===== src/rtl/rg_pkg.sv =====
package rg_pkg;

   localparam int PH_W = 3;

   typedef enum logic [PH_W-1:0] {
      PH_IDLE = 3'd0,
      PH_T1   = 3'd1,
      PH_T2   = 3'd2,
      PH_T3   = 3'd3,
      PH_TW   = 3'd4,
      PH_T4   = 3'd5
   } bus_phase_e;

   typedef enum logic [1:0] {
      XS_OPEN = 2'd0,
      XS_HELD = 2'd1,
      XS_GAP  = 2'd2
   } xchg_e;

   function automatic logic phase_is_late(input bus_phase_e ph);
      return (ph == PH_T3) || (ph == PH_TW);
   endfunction

endpackage


===== src/rtl/rg_pulse_detect.sv =====
module rg_pulse_detect #(
   parameter int NCH = 2
) (
   input  logic           clk,
   input  logic           rst_n,
   input  logic [NCH-1:0] line_n,
   input  logic [NCH-1:0] drv,
   output logic [NCH-1:0] evt
);

   logic [NCH-1:0] prev_hi;

   for (genvar i = 0; i < NCH; i++) begin : g_line
      // a low sample counts only when the line was released before and we are not pulling it now
      assign evt[i] = ~line_n[i] & prev_hi[i] & ~drv[i];

      always_ff @(posedge clk) begin
         if (!rst_n) prev_hi[i] <= 1'b1;
         else        prev_hi[i] <= line_n[i] | drv[i];
      end
   end

endmodule


===== src/rtl/rg_pending.sv =====
module rg_pending
   import rg_pkg::*;
#(
   parameter int NCH = 2
) (
   input  logic           clk,
   input  logic           rst_n,
   input  logic [NCH-1:0] evt,
   input  logic [NCH-1:0] owner,
   input  logic           held,
   input  bus_phase_e     phase,
   input  logic [NCH-1:0] grant,
   output logic [NCH-1:0] pend,
   output logic [NCH-1:0] ready
);

   logic [NCH-1:0] late;
   logic [NCH-1:0] cap;

   for (genvar i = 0; i < NCH; i++) begin : g_ch
      // a pulse from the current owner is its release, not a new request
      assign cap[i]   = evt[i] & ~(held & owner[i]);
      assign ready[i] = pend[i] & ~late[i];

      always_ff @(posedge clk) begin
         if (!rst_n) begin
            pend[i] <= 1'b0;
            late[i] <= 1'b0;
         end else if (grant[i]) begin
            pend[i] <= 1'b0;
            late[i] <= 1'b0;
         end else if (cap[i] && !pend[i]) begin
            pend[i] <= 1'b1;
            late[i] <= phase_is_late(phase);
         end else if (phase == PH_T4) begin
            late[i] <= 1'b0;
         end
      end
   end


   late_needs_pend_chk: assert property (@(posedge clk) disable iff (!rst_n)
      (grant & late) == '0);

endmodule


===== src/rtl/rg_pick.sv =====
module rg_pick #(
   parameter int NCH = 2
) (
   input  logic [NCH-1:0] ready,
   output logic [NCH-1:0] pick
);

   always_comb begin
      pick = '0;
      for (int i = NCH - 1; i >= 0; i--) begin
         if (ready[i]) begin
            pick    = '0;
            pick[i] = 1'b1;
         end
      end
   end

endmodule


===== src/rtl/rg_release_gate.sv =====
module rg_release_gate
   import rg_pkg::*;
(
   input  bus_phase_e phase,
   input  logic       odd_low,
   input  logic       ack_first,
   input  logic       lock,
   output logic       ok
);

   logic idle_ok;
   logic t4_ok;

   assign idle_ok = (phase == PH_IDLE);
   assign t4_ok   = (phase == PH_T4) && !odd_low && !ack_first;
   assign ok      = !lock && (idle_ok || t4_ok);

endmodule


===== src/rtl/rg_arbiter.sv =====
module rg_arbiter
   import rg_pkg::*;
#(
   parameter int NCH        = 2,
   parameter int GAP_CYCLES = 1
) (
   input  logic           clk,
   input  logic           rst_n,
   input  logic [NCH-1:0] line_n_i,
   input  logic [2:0]     phase_i,
   input  logic           odd_low_i,
   input  logic           ack_first_i,
   input  logic           lock_i,
   output logic [NCH-1:0] line_drv_o,
   output logic           bus_float_o,
   output logic [NCH-1:0] owner_o
);

   localparam int GW = (GAP_CYCLES < 1) ? 1 : $clog2(GAP_CYCLES + 1);

   if (NCH < 1 || NCH > 8) begin : g_bad_nch
      $error("rg_arbiter: NCH must lie in 1..8");
   end
   if (GAP_CYCLES < 1) begin : g_bad_gap
      $error("rg_arbiter: at least one dead clock is required");
   end

   bus_phase_e     ph;
   xchg_e          state;
   logic [NCH-1:0] owner;
   logic [GW-1:0]  gap_cnt;
   logic [NCH-1:0] evt;
   logic [NCH-1:0] pend;
   logic [NCH-1:0] ready;
   logic [NCH-1:0] pick;
   logic [NCH-1:0] grant;
   logic           gate_ok;

   assign ph = bus_phase_e'(phase_i);

   rg_pulse_detect #(.NCH(NCH)) u_det (
      .clk    (clk),
      .rst_n  (rst_n),
      .line_n (line_n_i),
      .drv    (grant),
      .evt    (evt)
   );

   rg_pending #(.NCH(NCH)) u_pend (
      .clk    (clk),
      .rst_n  (rst_n),
      .evt    (evt),
      .owner  (owner),
      .held   (state == XS_HELD),
      .phase  (ph),
      .grant  (grant),
      .pend   (pend),
      .ready  (ready)
   );

   rg_pick #(.NCH(NCH)) u_pick (
      .ready (ready),
      .pick  (pick)
   );

   rg_release_gate u_gate (
      .phase     (ph),
      .odd_low   (odd_low_i),
      .ack_first (ack_first_i),
      .lock      (lock_i),
      .ok        (gate_ok)
   );

   assign grant = (state == XS_OPEN && gate_ok) ? pick : '0;

   always_ff @(posedge clk) begin
      if (!rst_n) begin
         state   <= XS_OPEN;
         owner   <= '0;
         gap_cnt <= '0;
      end else begin
         unique case (state)
            XS_OPEN: begin
               if (|grant) begin
                  state <= XS_HELD;
                  owner <= grant;
               end
            end
            XS_HELD: begin
               if (|(evt & owner)) begin
                  state   <= XS_GAP;
                  owner   <= '0;
                  gap_cnt <= GW'(GAP_CYCLES - 1);
               end
            end
            XS_GAP: begin
               if (gap_cnt == '0) state <= XS_OPEN;
               else               gap_cnt <= gap_cnt - GW'(1);
            end
            default: state <= XS_OPEN;
         endcase
      end
   end

   assign line_drv_o  = grant;
   assign bus_float_o = (state == XS_HELD);
   assign owner_o     = owner;


   one_drive_chk: assert property (@(posedge clk) disable iff (!rst_n)
      $onehot0(line_drv_o));


   no_drive_floated_chk: assert property (@(posedge clk) disable iff (!rst_n)
      bus_float_o |-> (line_drv_o == '0));


   float_after_grant_chk: assert property (@(posedge clk) disable iff (!rst_n)
      (|line_drv_o) |=> (bus_float_o && $onehot(owner_o)));


   owner_while_float_chk: assert property (@(posedge clk) disable iff (!rst_n)
      bus_float_o |-> $onehot(owner_o));


   dead_clock_chk: assert property (@(posedge clk) disable iff (!rst_n)
      $fell(bus_float_o) |-> (line_drv_o == '0));


   grant_phase_chk: assert property (@(posedge clk) disable iff (!rst_n)
      (|line_drv_o) |-> (phase_i == 3'd0 || phase_i == 3'd5));


   split_hold_chk: assert property (@(posedge clk) disable iff (!rst_n)
      (phase_i == 3'd5 && (odd_low_i || ack_first_i)) |-> (line_drv_o == '0));


   lock_hold_chk: assert property (@(posedge clk) disable iff (!rst_n)
      lock_i |-> (line_drv_o == '0));


   grant_was_pending_chk: assert property (@(posedge clk) disable iff (!rst_n)
      ((line_drv_o & ~pend) == '0));

endmodule


===== config.mk =====
export PLATFORM = sky130hd
export DESIGN_NAME = rg_arbiter
export DESIGN_NICKNAME = d
export VERILOG_FILES = /design/src/rtl/rg_pkg.sv /design/src/rtl/rg_pulse_detect.sv /design/src/rtl/rg_pending.sv /design/src/rtl/rg_pick.sv /design/src/rtl/rg_release_gate.sv /design/src/rtl/rg_arbiter.sv
export SDC_FILE = /design/constraint.sdc
export NUM_CORES = 1
export LEC_CHECK = 0
export ABC_AREA = 1
export CAP_MARGIN = 5
export CORE_MARGIN = 8
export CORE_UTILIZATION = 30
export CTS_BUF_LIST = sky130_fd_sc_hd__clkbuf_16
export CTS_CLUSTER_DIAMETER = 150
export DETAILED_ROUTE_END_ITERATION = 8
export DONT_BUFFER_PORTS = 1
export PLACE_DENSITY_LB_ADDON = 0.08
export SYNTH_ARGS = -nofsm -noshare
export SYNTH_HDL_FRONTEND = slang
export SYNTH_HIERARCHICAL = 1
export SYNTH_SLANG_ARGS = --single-unit

===== constraint.sdc =====
create_clock -name clk -period 1.46 [get_ports clk]
set_clock_uncertainty 0.2 [all_clocks]
set_input_delay 0.219 -clock clk [delete_from_list [all_inputs] [get_ports clk]]
set_output_delay 0.219 -clock clk [all_outputs]
set_load 0.01 [all_outputs]

# Yosys cells after proc, flatten, opt, wreduce, memory -nomap -nowiden
# Index checks and enable logic that the tools add are counted.
# op_classes
n_addsub	1
eq_ne	8
n_mux	16
n_bitwise	22
n_reduce_logical	26
# op_table
cell	n
$mux 2	8
$and 1x1->1	10
$not 1->1	9
$reduce_bool 2->1	4
$reduce_or 2->1	4
$eq 3x3->1 const B	2
$logic_and 1x1->1	6
$pmux 2 s3	1
$reduce_and 3->1	2
$logic_not 1->1	5
$mux 1	5
$ne 2x2->1 const B	2
$pmux 2 s2	1
$eq 3x2->1 const B	1
$logic_not 3->1	1
$and 2x2->2	1
$eq 2x1->1 const B	1
$eq 2x2->1 const B	1
$logic_not 2->1	1
$logic_or 1x1->1	2
$ne 2x1->1 const B	1
$or 1x1->1	2
$pmux 1 s2	1
$reduce_and 2->1	1
$sub 1x1->1 const B	1
# word_totals
register_bits	11
inputBits	10
output_inout_bits	5

# Logic depth before layout (Yosys ltp)
# depth
depth_word	13
ltp_mapped	15
ltp_nobuf	15

# By module
# The synthesis kept the hierarchy.
# by_module_without_submodules
mod	n_inst	cells_per_inst	area_per_inst_um2	seq_area_each_um2
rg_arbiter	1	35	235.2	80.1
rg_pending	1	35	215.2	80.1
rg_pulse_detect	1	12	82.6	40.0
rg_release_gate	1	8	35.0	0.0
rg_pick	1	3	17.5	0.0

# Worst setup path before layout
# Ideal clock, no wire load.
# synth_path
path_kind	input to register
startpoint	input port phase_i[1]
endpoint	register owner[0] (netlist: owner_o[0])
setup_ns	0.114
arrival_time_ns	1.398
t_required_ns	1.146
slack_ns	-0.252
path_stages	14
cell_sequence	nor2_2 -> nand2_1 -> a21oi_1 -> nand3_2 -> inv_1 -> inv_1 -> nand2_1 -> nor2_2 -> nand2_1 -> nand3_2 -> nand3_2 -> nand2_1 -> nand2_1 -> nor2_2
# synth_between
elab_chain_len	13
# synth_rtl
item	line	rtl
start: declaration	rg_arbiter.sv:10	input logic [2:0] phase_i,
$eq 3x3->1	rg_release_gate.sv:15	assign t4_ok = (phase == PH_T4) && !odd_low && !ack_first;
$logic_and 1x1->1 (2 in a row)	rg_release_gate.sv:15	
$logic_or 1x1->1 (*)	rg_release_gate.sv:16	assign ok = !lock && (idle_ok || t4_ok);
$logic_and 1x1->1 (*)	rg_release_gate.sv:16	
via gate_ok	rg_arbiter.sv:37	logic gate_ok;
$logic_and 1x1->1 (*)	rg_arbiter.sv:74	assign grant = (state == XS_OPEN && gate_ok) ? pick : '0;
$mux 2 (*)	rg_arbiter.sv:74	
via line_drv_o[1]	rg_arbiter.sv:14	output logic [NCH-1:0] line_drv_o,
$not 1->1 (*)	rg_pulse_detect.sv:15	assign evt[i] = ~line_n[i] & prev_hi[i] & ~drv[i];
$and 1x1->1 (*)	rg_pulse_detect.sv:15	
via evt[1]	rg_arbiter.sv:32	logic [NCH-1:0] evt;
$and 2x2->2 (*)	rg_arbiter.sv:90	if (|(evt & owner)) begin
$reduce_or 2->1 (*)	rg_arbiter.sv:90	
$ne 2x2->1 (no source line) (*)	--	
$reduce_and 3->1 (no source line) (*)	--	
end signal: assignment	rg_arbiter.sv:86	owner <= grant;
end: declaration	rg_arbiter.sv:30	logic [NCH-1:0] owner;
# The timed path passes the listed nets; every way through them passes the cells marked *. The select of a mux whose other input is x is not followed.
# A chain may end at the register's enable or synchronous reset.

# Worst setup path after layout
# layout_path
startpoint	register u_pend.late[1]
endpoint	register state[1]
# layout_between
elab_chain_len	11
# layout_rtl
item	line	rtl
start: declaration	rg_pending.sv:17	logic [NCH-1:0] late;
start signal: indexed assignment	rg_pending.sv:34	late[i] <= phase_is_late(phase);
$not 1->1	rg_pending.sv:23	assign ready[i] = pend[i] & ~late[i];
$and 1x1->1	rg_pending.sv:23	
via ready[1]	rg_arbiter.sv:34	logic [NCH-1:0] ready;
$mux 2 (2 in a row)	rg_pick.sv:11	if (ready[i]) begin
via pick[1]	rg_arbiter.sv:35	logic [NCH-1:0] pick;
$mux 2	rg_arbiter.sv:74	
$not 1->1	rg_pulse_detect.sv:15	
$and 1x1->1	rg_pulse_detect.sv:15	
via evt[1]	rg_arbiter.sv:32	
$and 2x2->2	rg_arbiter.sv:90	
$reduce_or 2->1	rg_arbiter.sv:90	
$ne 2x2->1 (no source line)	--	
$reduce_and 3->1 (no source line)	--	
end signal: assignment	rg_arbiter.sv:91	state <= XS_GAP;
end signal: assignment	rg_arbiter.sv:97	if (gap_cnt == '0) state <= XS_OPEN;
end signal: assignment	rg_arbiter.sv:100	default: state <= XS_OPEN;
end: declaration	rg_arbiter.sv:29	xchg_e state;
# The timed path passes the listed nets, and every way through them passes these cells.

==> results_dict.tcl <==
set metrics [dict create \
    peakVddDrop_mv 0.660 \
    die-area_mm2 0.00362 \
    synth_nets 103 \
    drive_gt1_frac 0.477 \
    slew_headroom 0.831 \
    cts_sinks 10 \
    synth_top_flop_cell "dfxtp_1" \
    arrival_ns 1.51 \
    cts.clk_slew.worst_paths_ns 0.04 \
    grt_overflow 0 \
    synth.most_common_cell "nand2_1" \
    drt_pass1_iterations 4 \
    fin_ws_ns -0.115 \
    violations "hold timing, setup timing" \
    n_antenna_cell 0 \
    cts_hold_buf 2 \
    drtIter0Drc 14 \
    grt_max_degree 7 \
    syn_avg_cell_area_um2 6.30 \
    design_area_um2 891 \
    port_buffers 0 \
    root_buffer "clkbuf_16" \
    core.rowCount 16 \
    worst_slew_pin_slew_ns 0.253 \
    grt_pass1_vias 556 \
    netlist_instances 93 \
    synth_top_family_by_area "simple AND/OR/NAND/NOR gates" \
    outcome "complete, but fails checks" \
    synth_top_cell_by_area "dfxtp_1" \
    powerDensity_mw_per_mm2 1070 \
    cp-start-kind "register" \
    finalNetCount 123 \
    wl_per_cell_um 10.6 \
    finalCritPeriodShare 1.08 \
    synth.distinct_cells 15 \
    leakage_nw 0.433 \
    global_route.usage.total 0.0935 \
    synth_area_um2 586 \
    gp_congestion 0.737 \
    setup_violations 7 \
    rsz0062_at_grt "true" \
    worst_hold_slack_ns -0.150 \
    synth_edf_count 0 \
    synth_fa_ha_area_frac 0 \
    slew_violations 0 \
    cp.required_ns 1.39 \
    synthToLayoutAreaGrowth_pct 52.1 \
    synth_common_cells "nand2_1, inv_1, dfxtp_1, nor2_1, nor2_2" \
    io_pins 15 \
    max_freq_ghz 0.635 \
    cts_tree "built" \
    clock_path_buffers 2 \
    fin_setup_tns_ns -0.614 \
    initial_core_util 0.308 \
    synth.area.mux_share 0 \
    synth_simple_gate_area_frac 0.449 \
    yosysWarnings 6 \
    final-hold-violation-count 4 \
    grt_pass1_wl_um 2420 \
    wl_um 1460 \
    ys_top_cells_by_area "dfxtp_1, nand2_1, inv_1, nor2_2, nor2_1" \
    path_max_fanout 3 \
    finalCriticalPeriod_ns 1.58 \
    crit_type "reg2reg" \
    fillerInstances 196 \
    via_per_inst 4.30 \
    dpl_cell_area_um2 688 \
    vias 593 \
    chipHeight_um 60.2 \
    synth-compound-area-share 0.0684 \
    drv_cap 0 \
    die_x_um 60.2 \
    clk_latency_ns 0.24 \
    cts_buffers 3 \
    ctsHtreeMaxLevel 1 \
    synth_top_area_frac 0.342 \
    antenna_left 0 \
    synth_seq_cells 10 \
    antenna_found_initial 0 \
    synthXorXnorAreaFrac 0 \
    worstSetupEndpointType "register" \
    core_mm2 0.00190 \
    drc 0 \
    async_reset_ff_frac 0 \
    ys_seq_area_frac 0.342 \
    hold_class "in2reg" \
    dp_hpwl_um 1090 \
]
report_power, final:
group          switching (mW)  internal (mW)  total, mW
clock                   0.132          0.356      0.488
sequential             0.0165          0.296      0.312
combinational          0.0792         0.0737      0.153
total                   0.228          0.725      0.953
final cells by class:
cell class / instances / area (µm²) / area share
Multi-Input combinational cell: 62 / 375 / 0.421
Inverter: 20 / 75.1 / 0.0843
Tap cell: 27 / 33.8 / 0.0379
Sequential cell: 10 / 203 / 0.228
Timing Repair Buffer: 16 / 129 / 0.145
Clock buffer: 3 / 75.1 / 0.0843
sequential cells by signal (all words and copies together), names as in the netlist:
name and count:
u_pend/late 2, u_pend/pend 2, u_det/prev_hi 2, owner_o 2
state 2
per-layer routing:
metal | wire length, µm | GRT usage
met1 | 588 | 0.0954
met2 | 697 | 0.143
met3 | 121 | 0.0387
met4 | 49 | 0.0816
met5 | 0 | 0
timing repair:
| action | in CTS | in global routing |
|---|---|---|
| setup endpoints to repair | 9 | 11 |
| hold endpoints to repair | 6 | 4 |
| pin swaps | 3 | 2 |
| setup buffers | 4 | 1 |
| gates resized for setup | 8 | 15 |
placed cells by master (no fill, tap or decap), drive strengths merged:
cell         instances
nand2               26
inv                 20
nor2                19
buf                 14
dfxtp               10
nand3                8
a21oi                4
clkbuf               3
dlygate4sd3          2
a21boi               2
nand4                1
nand3b               1
o21ai                1
metrics by stage:
step	setup WS, ns	hold slack [ns]	total power [mW]	cells	util
global route	-0.245	-0.156	1.00	138	0.468
CTS	-0.142	-0.154	0.956	137	0.445
detailed placement	-0.177	0.0926	0.432	128	0.362
finish	-0.115	-0.150	0.953	138	0.468
global placement	-0.169	0.0908	0.432	128	0.362
floorplan	-0.114	0.0877	0.402	93	-
final timing paths:
check | start | end | slack, ns | cells after the start
max reg2reg | u_pend/late[1] | state[1] | -0.12 | 13
min reg2reg | u_pend/late[0] | u_pend/late[0] | 0.34 | 4
max | u_pend/late[1] | state[1] | -0.12 | 13
min | rst_n | u_det/prev_hi[1] | -0.15 | 1
critical path, cell delays in order, from the launching register on:
cell and delay (ns):
dfxtp_1 0.31, nor2_2 0.10, inv_1 0.05, nor2_2 0.09, nand3_2 0.10, inv_2 0.08
inv_2 0.03, nand2_2 0.06, nor2_4 0.04, nand2_2 0.06, nand3_2 0.10, buf_4 0.16
nand3_2 0.05, nor2_1 0.04
cell families after synthesis:
group	Yosys count
buffers and inverters	21
DFF	10
AOI/OAI and AO/OA	7
and+or+nand+nor	55
Note: power is estimated with default switching activity, not from simulation.
